<file path="src/rtl/pll_seq_pkg.sv">
package pll_seq_pkg;
  typedef enum logic [1:0] {
    A_DIV  = 2'd0,
    A_CTRL = 2'd1,
    A_LOCK = 2'd2,
    A_STAT = 2'd3
  } reg_addr_e;

  typedef enum logic [1:0] {
    T_IDLE   = 2'd0,
    T_COUNT  = 2'd1,
    T_LOCKED = 2'd2
  } tmr_state_e;
endpackage

</file>
<file path="src/rtl/pll_rst_sync.sv">
module pll_rst_sync #(
  parameter int STAGES = 2
) (
  input  logic clk,
  input  logic rst_n,
  output logic rst_sync_n
);
  logic [STAGES-1:0] sync_q;
  logic [STAGES-1:0] sync_d;

  always_comb begin
    sync_d = {sync_q[STAGES-2:0], 1'b1};
  end

  always_ff @(posedge clk or negedge rst_n) begin
    if (!rst_n) sync_q <= '0;
    else        sync_q <= sync_d;
  end

  assign rst_sync_n = sync_q[STAGES-1];
endmodule

</file>
<file path="src/rtl/pll_cfg_regs.sv">
module pll_cfg_regs
  import pll_seq_pkg::*;
#(
  parameter int DATA_W = 32,
  parameter int P_W    = 6,
  parameter int M_W    = 10,
  parameter int S_W    = 3,
  parameter int CNT_W  = 16
) (
  input  logic              clk,
  input  logic              rst_n,
  input  logic              wr_en,
  input  logic [1:0]        wr_addr,
  input  logic [DATA_W-1:0] wr_data,
  input  logic [1:0]        rd_addr,
  input  logic              locked,
  output logic [DATA_W-1:0] rd_data,
  output logic [P_W-1:0]    p_q,
  output logic [M_W-1:0]    m_q,
  output logic [S_W-1:0]    s_q,
  output logic              en_q,
  output logic              byp_q,
  output logic [CNT_W-1:0]  lock_cnt_q,
  output logic              start,
  output logic              stop
);
  localparam int M_LSB   = 0;
  localparam int P_LSB   = 16;
  localparam int S_LSB   = 24;
  localparam int EN_BIT  = 0;
  localparam int BYP_BIT = 1;

  logic [P_W-1:0]   p_d;
  logic [M_W-1:0]   m_d;
  logic [S_W-1:0]   s_d;
  logic             en_d, byp_d;
  logic [CNT_W-1:0] lock_cnt_d;
  logic             div_wr, ctrl_wr, lock_wr;

  always_comb begin
    div_wr  = wr_en && (wr_addr == A_DIV);
    ctrl_wr = wr_en && (wr_addr == A_CTRL);
    lock_wr = wr_en && (wr_addr == A_LOCK);
    p_d = p_q; m_d = m_q; s_d = s_q;
    en_d = en_q; byp_d = byp_q; lock_cnt_d = lock_cnt_q;
    if (div_wr) begin
      m_d = wr_data[M_LSB +: M_W];
      p_d = wr_data[P_LSB +: P_W];
      s_d = wr_data[S_LSB +: S_W];
    end
    if (ctrl_wr) begin
      en_d  = wr_data[EN_BIT];
      byp_d = wr_data[BYP_BIT];
    end
    if (lock_wr) lock_cnt_d = wr_data[CNT_W-1:0];
    start = (ctrl_wr && wr_data[EN_BIT] && !en_q) || (div_wr && en_q);
    stop  = ctrl_wr && !wr_data[EN_BIT];
  end

  always_ff @(posedge clk or negedge rst_n) begin
    if (!rst_n) begin
      p_q <= '0; m_q <= '0; s_q <= '0;
      en_q <= 1'b0; byp_q <= 1'b0; lock_cnt_q <= '0;
    end else begin
      p_q <= p_d; m_q <= m_d; s_q <= s_d;
      en_q <= en_d; byp_q <= byp_d; lock_cnt_q <= lock_cnt_d;
    end
  end

  always_comb begin
    rd_data = '0;
    case (rd_addr)
      A_DIV: begin
        rd_data[M_LSB +: M_W] = m_q;
        rd_data[P_LSB +: P_W] = p_q;
        rd_data[S_LSB +: S_W] = s_q;
      end
      A_CTRL: begin
        rd_data[EN_BIT]  = en_q;
        rd_data[BYP_BIT] = byp_q;
      end
      A_LOCK:  rd_data[CNT_W-1:0] = lock_cnt_q;
      default: rd_data[0] = locked;
    endcase
  end

  // a write to the status address leaves every register unchanged
  assert_stat_ro_R9: assert property (@(posedge clk) disable iff (!rst_n)
    (wr_en && wr_addr == A_STAT) |=> $stable({p_q, m_q, s_q, en_q, byp_q, lock_cnt_q}));

  // the enable and bypass registers take the written bits on the next edge
  assert_ctrl_follow_R3: assert property (@(posedge clk) disable iff (!rst_n)
    ctrl_wr |=> (en_q == $past(wr_data[EN_BIT]) && byp_q == $past(wr_data[BYP_BIT])));
endmodule

</file>
<file path="src/rtl/pll_lock_timer.sv">
module pll_lock_timer
  import pll_seq_pkg::*;
#(
  parameter int CNT_W = 16
) (
  input  logic             clk,
  input  logic             rst_n,
  input  logic             start,
  input  logic             stop,
  input  logic [CNT_W-1:0] load_val,
  output logic             locked
);
  tmr_state_e       state_q, state_d;
  logic [CNT_W-1:0] cnt_q, cnt_d;

  always_comb begin
    state_d = state_q;
    cnt_d   = cnt_q;
    if (stop) begin
      state_d = T_IDLE;
      cnt_d   = '0;
    end else if (start) begin
      state_d = T_COUNT;
      cnt_d   = load_val;
    end else if (state_q == T_COUNT) begin
      if (cnt_q == '0) state_d = T_LOCKED;
      else             cnt_d   = cnt_q - 1'b1;
    end
  end

  always_ff @(posedge clk or negedge rst_n) begin
    if (!rst_n) begin
      state_q <= T_IDLE;
      cnt_q   <= '0;
    end else begin
      state_q <= state_d;
      cnt_q   <= cnt_d;
    end
  end

  assign locked = (state_q == T_LOCKED);

  // a stop leaves the timer idle and unlocked
  assert_stop_clears_R6: assert property (@(posedge clk) disable iff (!rst_n)
    stop |=> (state_q == T_IDLE && !locked));

  // a start drops lock and loads the programmed wait
  assert_start_loads_R7: assert property (@(posedge clk) disable iff (!rst_n)
    (start && !stop) |=> (!locked && state_q == T_COUNT && cnt_q == $past(load_val)));

  // the wait decreases by one per cycle while undisturbed
  assert_countdown_R5: assert property (@(posedge clk) disable iff (!rst_n)
    (state_q == T_COUNT && cnt_q != '0 && !start && !stop)
      |=> (state_q == T_COUNT && cnt_q == $past(cnt_q) - 1'b1));

  // an exhausted wait locks on the next edge
  assert_lock_on_zero_R5: assert property (@(posedge clk) disable iff (!rst_n)
    (state_q == T_COUNT && cnt_q == '0 && !start && !stop) |=> locked);
endmodule

</file>
<file path="src/rtl/pll_lock_seq.sv">
module pll_lock_seq
  import pll_seq_pkg::*;
#(
  parameter int DATA_W = 32,
  parameter int P_W    = 6,
  parameter int M_W    = 10,
  parameter int S_W    = 3,
  parameter int CNT_W  = 16
) (
  input  logic              clk,
  input  logic              rst_n,
  input  logic              wr_en,
  input  logic [1:0]        wr_addr,
  input  logic [DATA_W-1:0] wr_data,
  input  logic [1:0]        rd_addr,
  output logic [DATA_W-1:0] rd_data,
  output logic [P_W-1:0]    pll_p,
  output logic [M_W-1:0]    pll_m,
  output logic [S_W-1:0]    pll_s,
  output logic              pll_en,
  output logic              pll_bypass,
  output logic              pll_locked
);
  logic             rst_int_n;
  logic             start, stop;
  logic [CNT_W-1:0] lock_cnt;

  pll_rst_sync #(.STAGES(2)) u_rst (
    .clk(clk), .rst_n(rst_n), .rst_sync_n(rst_int_n)
  );

  pll_cfg_regs #(
    .DATA_W(DATA_W), .P_W(P_W), .M_W(M_W), .S_W(S_W), .CNT_W(CNT_W)
  ) u_regs (
    .clk(clk), .rst_n(rst_int_n), .wr_en(wr_en), .wr_addr(wr_addr),
    .wr_data(wr_data), .rd_addr(rd_addr), .locked(pll_locked),
    .rd_data(rd_data), .p_q(pll_p), .m_q(pll_m), .s_q(pll_s),
    .en_q(pll_en), .byp_q(pll_bypass), .lock_cnt_q(lock_cnt),
    .start(start), .stop(stop)
  );

  pll_lock_timer #(.CNT_W(CNT_W)) u_timer (
    .clk(clk), .rst_n(rst_int_n), .start(start), .stop(stop),
    .load_val(lock_cnt), .locked(pll_locked)
  );

  // lock is never reported while the oscillator is disabled
  assert_locked_needs_en_R6: assert property (@(posedge clk) disable iff (!rst_int_n)
    pll_locked |-> pll_en);
endmodule

</file>
<file path="config.mk">
export PLATFORM = sky130hd
export DESIGN_NAME = pll_lock_seq
export DESIGN_NICKNAME = d
export VERILOG_FILES = /design/src/rtl/pll_seq_pkg.sv /design/src/rtl/pll_rst_sync.sv /design/src/rtl/pll_cfg_regs.sv /design/src/rtl/pll_lock_timer.sv /design/src/rtl/pll_lock_seq.sv
export SDC_FILE = /design/constraint.sdc
export NUM_CORES = 1
export LEC_CHECK = 0
export ABC_AREA = 1
export BUFFER_PORTS_ARGS = -buffer_cell sky130_fd_sc_hd__buf_2
export CORE_MARGIN = 2
export CORE_UTILIZATION = 49
export DETAILED_ROUTE_END_ITERATION = 7
export GPL_TIMING_DRIVEN = 0
export PLACE_DENSITY = 0.76
export RECOVER_POWER = 50
export SLEW_MARGIN = 40
export SYNTH_ARGS = -nofsm -noshare
export SYNTH_HDL_FRONTEND = slang
export SYNTH_SLANG_ARGS = --single-unit
</file>
<file path="constraint.sdc">
create_clock -name clk -period 2.08 [get_ports clk]
set_input_delay 0.312 -clock clk [delete_from_list [all_inputs] [get_ports clk]]
set_output_delay 0.312 -clock clk [all_outputs]
set_load 0.01 [all_outputs]
</file>
==> metrics <==
Fin. Hold Viols 0; final setup vio count 0; H-Tree Level Count 3; largest net degree at the start of global routing 33; DRT Wirelength 7960 um; clk_skew 0.0151 ns; post-synth design cell area between 3000 and 4000 um2; post-synthesis sequential area ratio a little under half; Area Overhead vs Synth 24.3%; Ports 93; setup tns final 0 ns; Sink Count 57; vias per cell 5.10; CTS root buffer clkbuf_8; FILL cells 565; DR vias a little over 3000; share of layout cells above drive strength 1 a little under a quarter; number of buffers created by CTS 9; Synth warnings 0; Final ANT Viol Nets 0; Seq. cell area about 1400 um2; global-route wire length before repair 13700 um; Worst R2R End u_timer.cnt_q[4]; nets 551; Top delay family on crit path simple AND/OR/NAND/NOR gates; initial DRC count 209; IO buf count 78; GPL Wtd Cong 0.858; DRT Pass-1 Iters 5; Avg Inst Size Synth 7.56 um2; PostCTS Resize Cnt 0; # diodes 0; Initial Util 49.9%; post-DP HPWL 5780 um; Worst setup SP type flip-flop; library cells used by synthesis 31; CTS tree yes; CP Capture Type flip-flop; crit share post-route 90.6%; Hold Slack 0.209 ns; vias in the first global route between 2000 and 3000; DIE AREA 7040 um2; Rel. slew slack between 20 and 30%; Residual DRC 0; clock period minus worst slack 1.88 ns; clock latency on the worst-skew pair 0.35 ns; hold buffers post-CTS 1; Die Y 83.9 um; CP Class reg2reg; Worst-path clk slew 0.08 ns; status finished clean; GRT Residual Overflow 0; CP peak stage delay ~0.4 ns; VDD IR max 0.576 mV; row count 29; crit-path cells inv_1 -> ha_1 -> nand3_4 -> nor2_8 -> nand2_4 -> nor2_8 -> nand2_4 -> nand2_2 -> nand2_4 -> buf_6 -> nand2_1 -> nand2_1; final worst slack 0.195 ns; crit path DAT ~2.1 ns; achievable frequency between 500 and 600 MHz; commonest cells after routing, fill and taps aside nand2_1 (109), buf_2 (77), dfrtp_1 (57); Power Density 1140 nW/um2; reg2reg setup slack 0.20 ns; Leakage Power 2.21 nW; # Post-CTS Setup Buffers 0; WHS Path Cells 3; core footprint 6280 um2; Clock Path Buffers 2; worst reg2reg path depth 12; GRT Util Overall 24.4%; cell count after synthesis 414; Multi-input gate area 1400 um2; die width 83.9 um; Worst-Margin Slew roughly 1.1 ns; hold_sp wr_data[14]; CP max-delay cell dfrtp_1; Slew Limit Fails 0; hold path endpoint u_regs.lock_cnt_q[14]; critical path's most frequent cell nand2_4; commonest non-fill, non-tap cell in the layout nand2_1; Max-Cap Viols 0; reg2reg start u_timer.cnt_q[0]; CP Data Required Time 2.31 ns; RSZ-0062 raised after global routing false; buffer and inverter count on the worst path 2; Max FO, Critical Path 10; Wirelength per Cell between 10 and 15 um; register bit total from synthesis 57; pre-CTS setup slack between 0.2 and 0.25 ns; Worst Hold Class in2reg; antenna violations before repair 0
-- cell type report --
cell class	instances	area share, %
sequential	57	36.7
inverter	52	5.08
tap	77	2.48
multi-input combinational	290	35.9
clock inverter	5	1.99
timing repair buffer	80	10.7
clock buffer	11	3.89
buffer	21	3.22
-- worst register-to-register path, cell delays in order, from the launching register on --
cell	delay (ns)
dfrtp_1	0.40
inv_1	0.10
ha_1	0.23
nand3_4	0.14
nor2_8	0.15
nand2_4	0.09
nor2_8	0.12
nand2_4	0.08
nand2_2	0.08
nand2_4	0.08
buf_6	0.16
nand2_1	0.06
nand2_1	0.07
-- Yosys cell counts --
library cell	number	area share, %
nand2_4	4	1.4
buf_4	8	1.9
a21oi_4	2	1.0
clkinv_1	1	0.12
nor2_8	2	1.3
nor2_2	1	0.20
buf_1	3	0.36
buf_2	2	0.32
nor3_1	3	0.48
nand3_2	2	0.64
o21ai_0	28	4.5
nand2_2	1	0.20
xnor2_1	1	0.28
clkbuf_1	6	0.72
nand3_1	44	7.0
nor2_1	52	6.2
nor3b_1	1	0.24
inv_2	4	0.48
nand3_4	1	0.56
inv_4	1	0.20
nor2_4	1	0.36
dfrtp_1	57	46
nand2_1	109	13
ha_1	1	0.40
xor2_1	2	0.56
a21oi_1	17	2.7
nand4_1	2	0.40
inv_1	46	5.5
conb_1	2	0.24
a22o_1	8	2.2
buf_6	2	0.72
-- where the power goes --
group / switching, mW / internal, mW / leakage, nW
logic: 1.03 / 0.586 / 1.41
clock network: 0.474 / 0.735 / 0.115
registers: 0.242 / 1.37 / 0.687
-- logic make-up (layout without fill, tap and decap cells) --
family / after synthesis / count (layout) / synth area share [%]
xor gates and xnor gates: 3 / 3 / 0.839
AOI/OAI and AO/OA: 55 / 55 / 10.5
DFF: 57 / 57 / 45.6
other: 2 / 8 / 0.240
adders and majority gates: 1 / 1 / 0.400
and+or+nand+nor: 223 / 223 / 32.1
buffers and inverters: 73 / 169 / 10.4
-- how the worst max path moves through the flow --
stage                           startpoint                     to  slack (ns)  cells past startpoint
after floorplan            u_rst.sync_q[1]           u_regs.byp_q        0.38                      0
after global placement     u_rst.sync_q[1]  u_regs.lock_cnt_q[12]       -0.30                      0
after detailed placement  u_timer.cnt_q[0]       u_timer.cnt_q[4]        0.23                     12
after CTS                 u_timer.cnt_q[0]       u_timer.cnt_q[4]        0.19                     12
after global routing      u_timer.cnt_q[0]       u_timer.cnt_q[4]        0.07                     12
final                     u_timer.cnt_q[0]       u_timer.cnt_q[4]        0.20                     12
-- registers in the layout, summed over array words and instances, names as in the netlist --
register	flops
u_regs.lock_cnt_q	16
u_regs.m_q	10
u_regs.byp_q	1
u_regs.p_q	6
u_timer.cnt_q	16
u_rst.sync_q	2
u_timer.state_q	2
u_regs.s_q	3
u_regs.en_q	1
-- metrics by stage --
stage / util, % / power [mW] / instance area (um2) / std cells
2_1_floorplan: - / 2.78 / 3150 / 420
3_3_place_gp: 58.0 / 3.17 / 3640 / 575
3_5_place_dp: 58.4 / 3.23 / 3660 / 576
4_1_cts: 62.2 / 4.45 / 3900 / 593
5_1_grt: 62.0 / 4.77 / 3890 / 593
6_report: 62.0 / 4.44 / 3890 / 593
-- routing by layer --
layer	global-route usage (%)	part of all wire, %	up-vias
met3	4.95	5.1	20
met4	11.3	2.1	0
met2	37.2	47	96
li1	-	-	1489
met1	33.5	46	1417
met5	0	0	-
(Power assumes the default switching activity.)
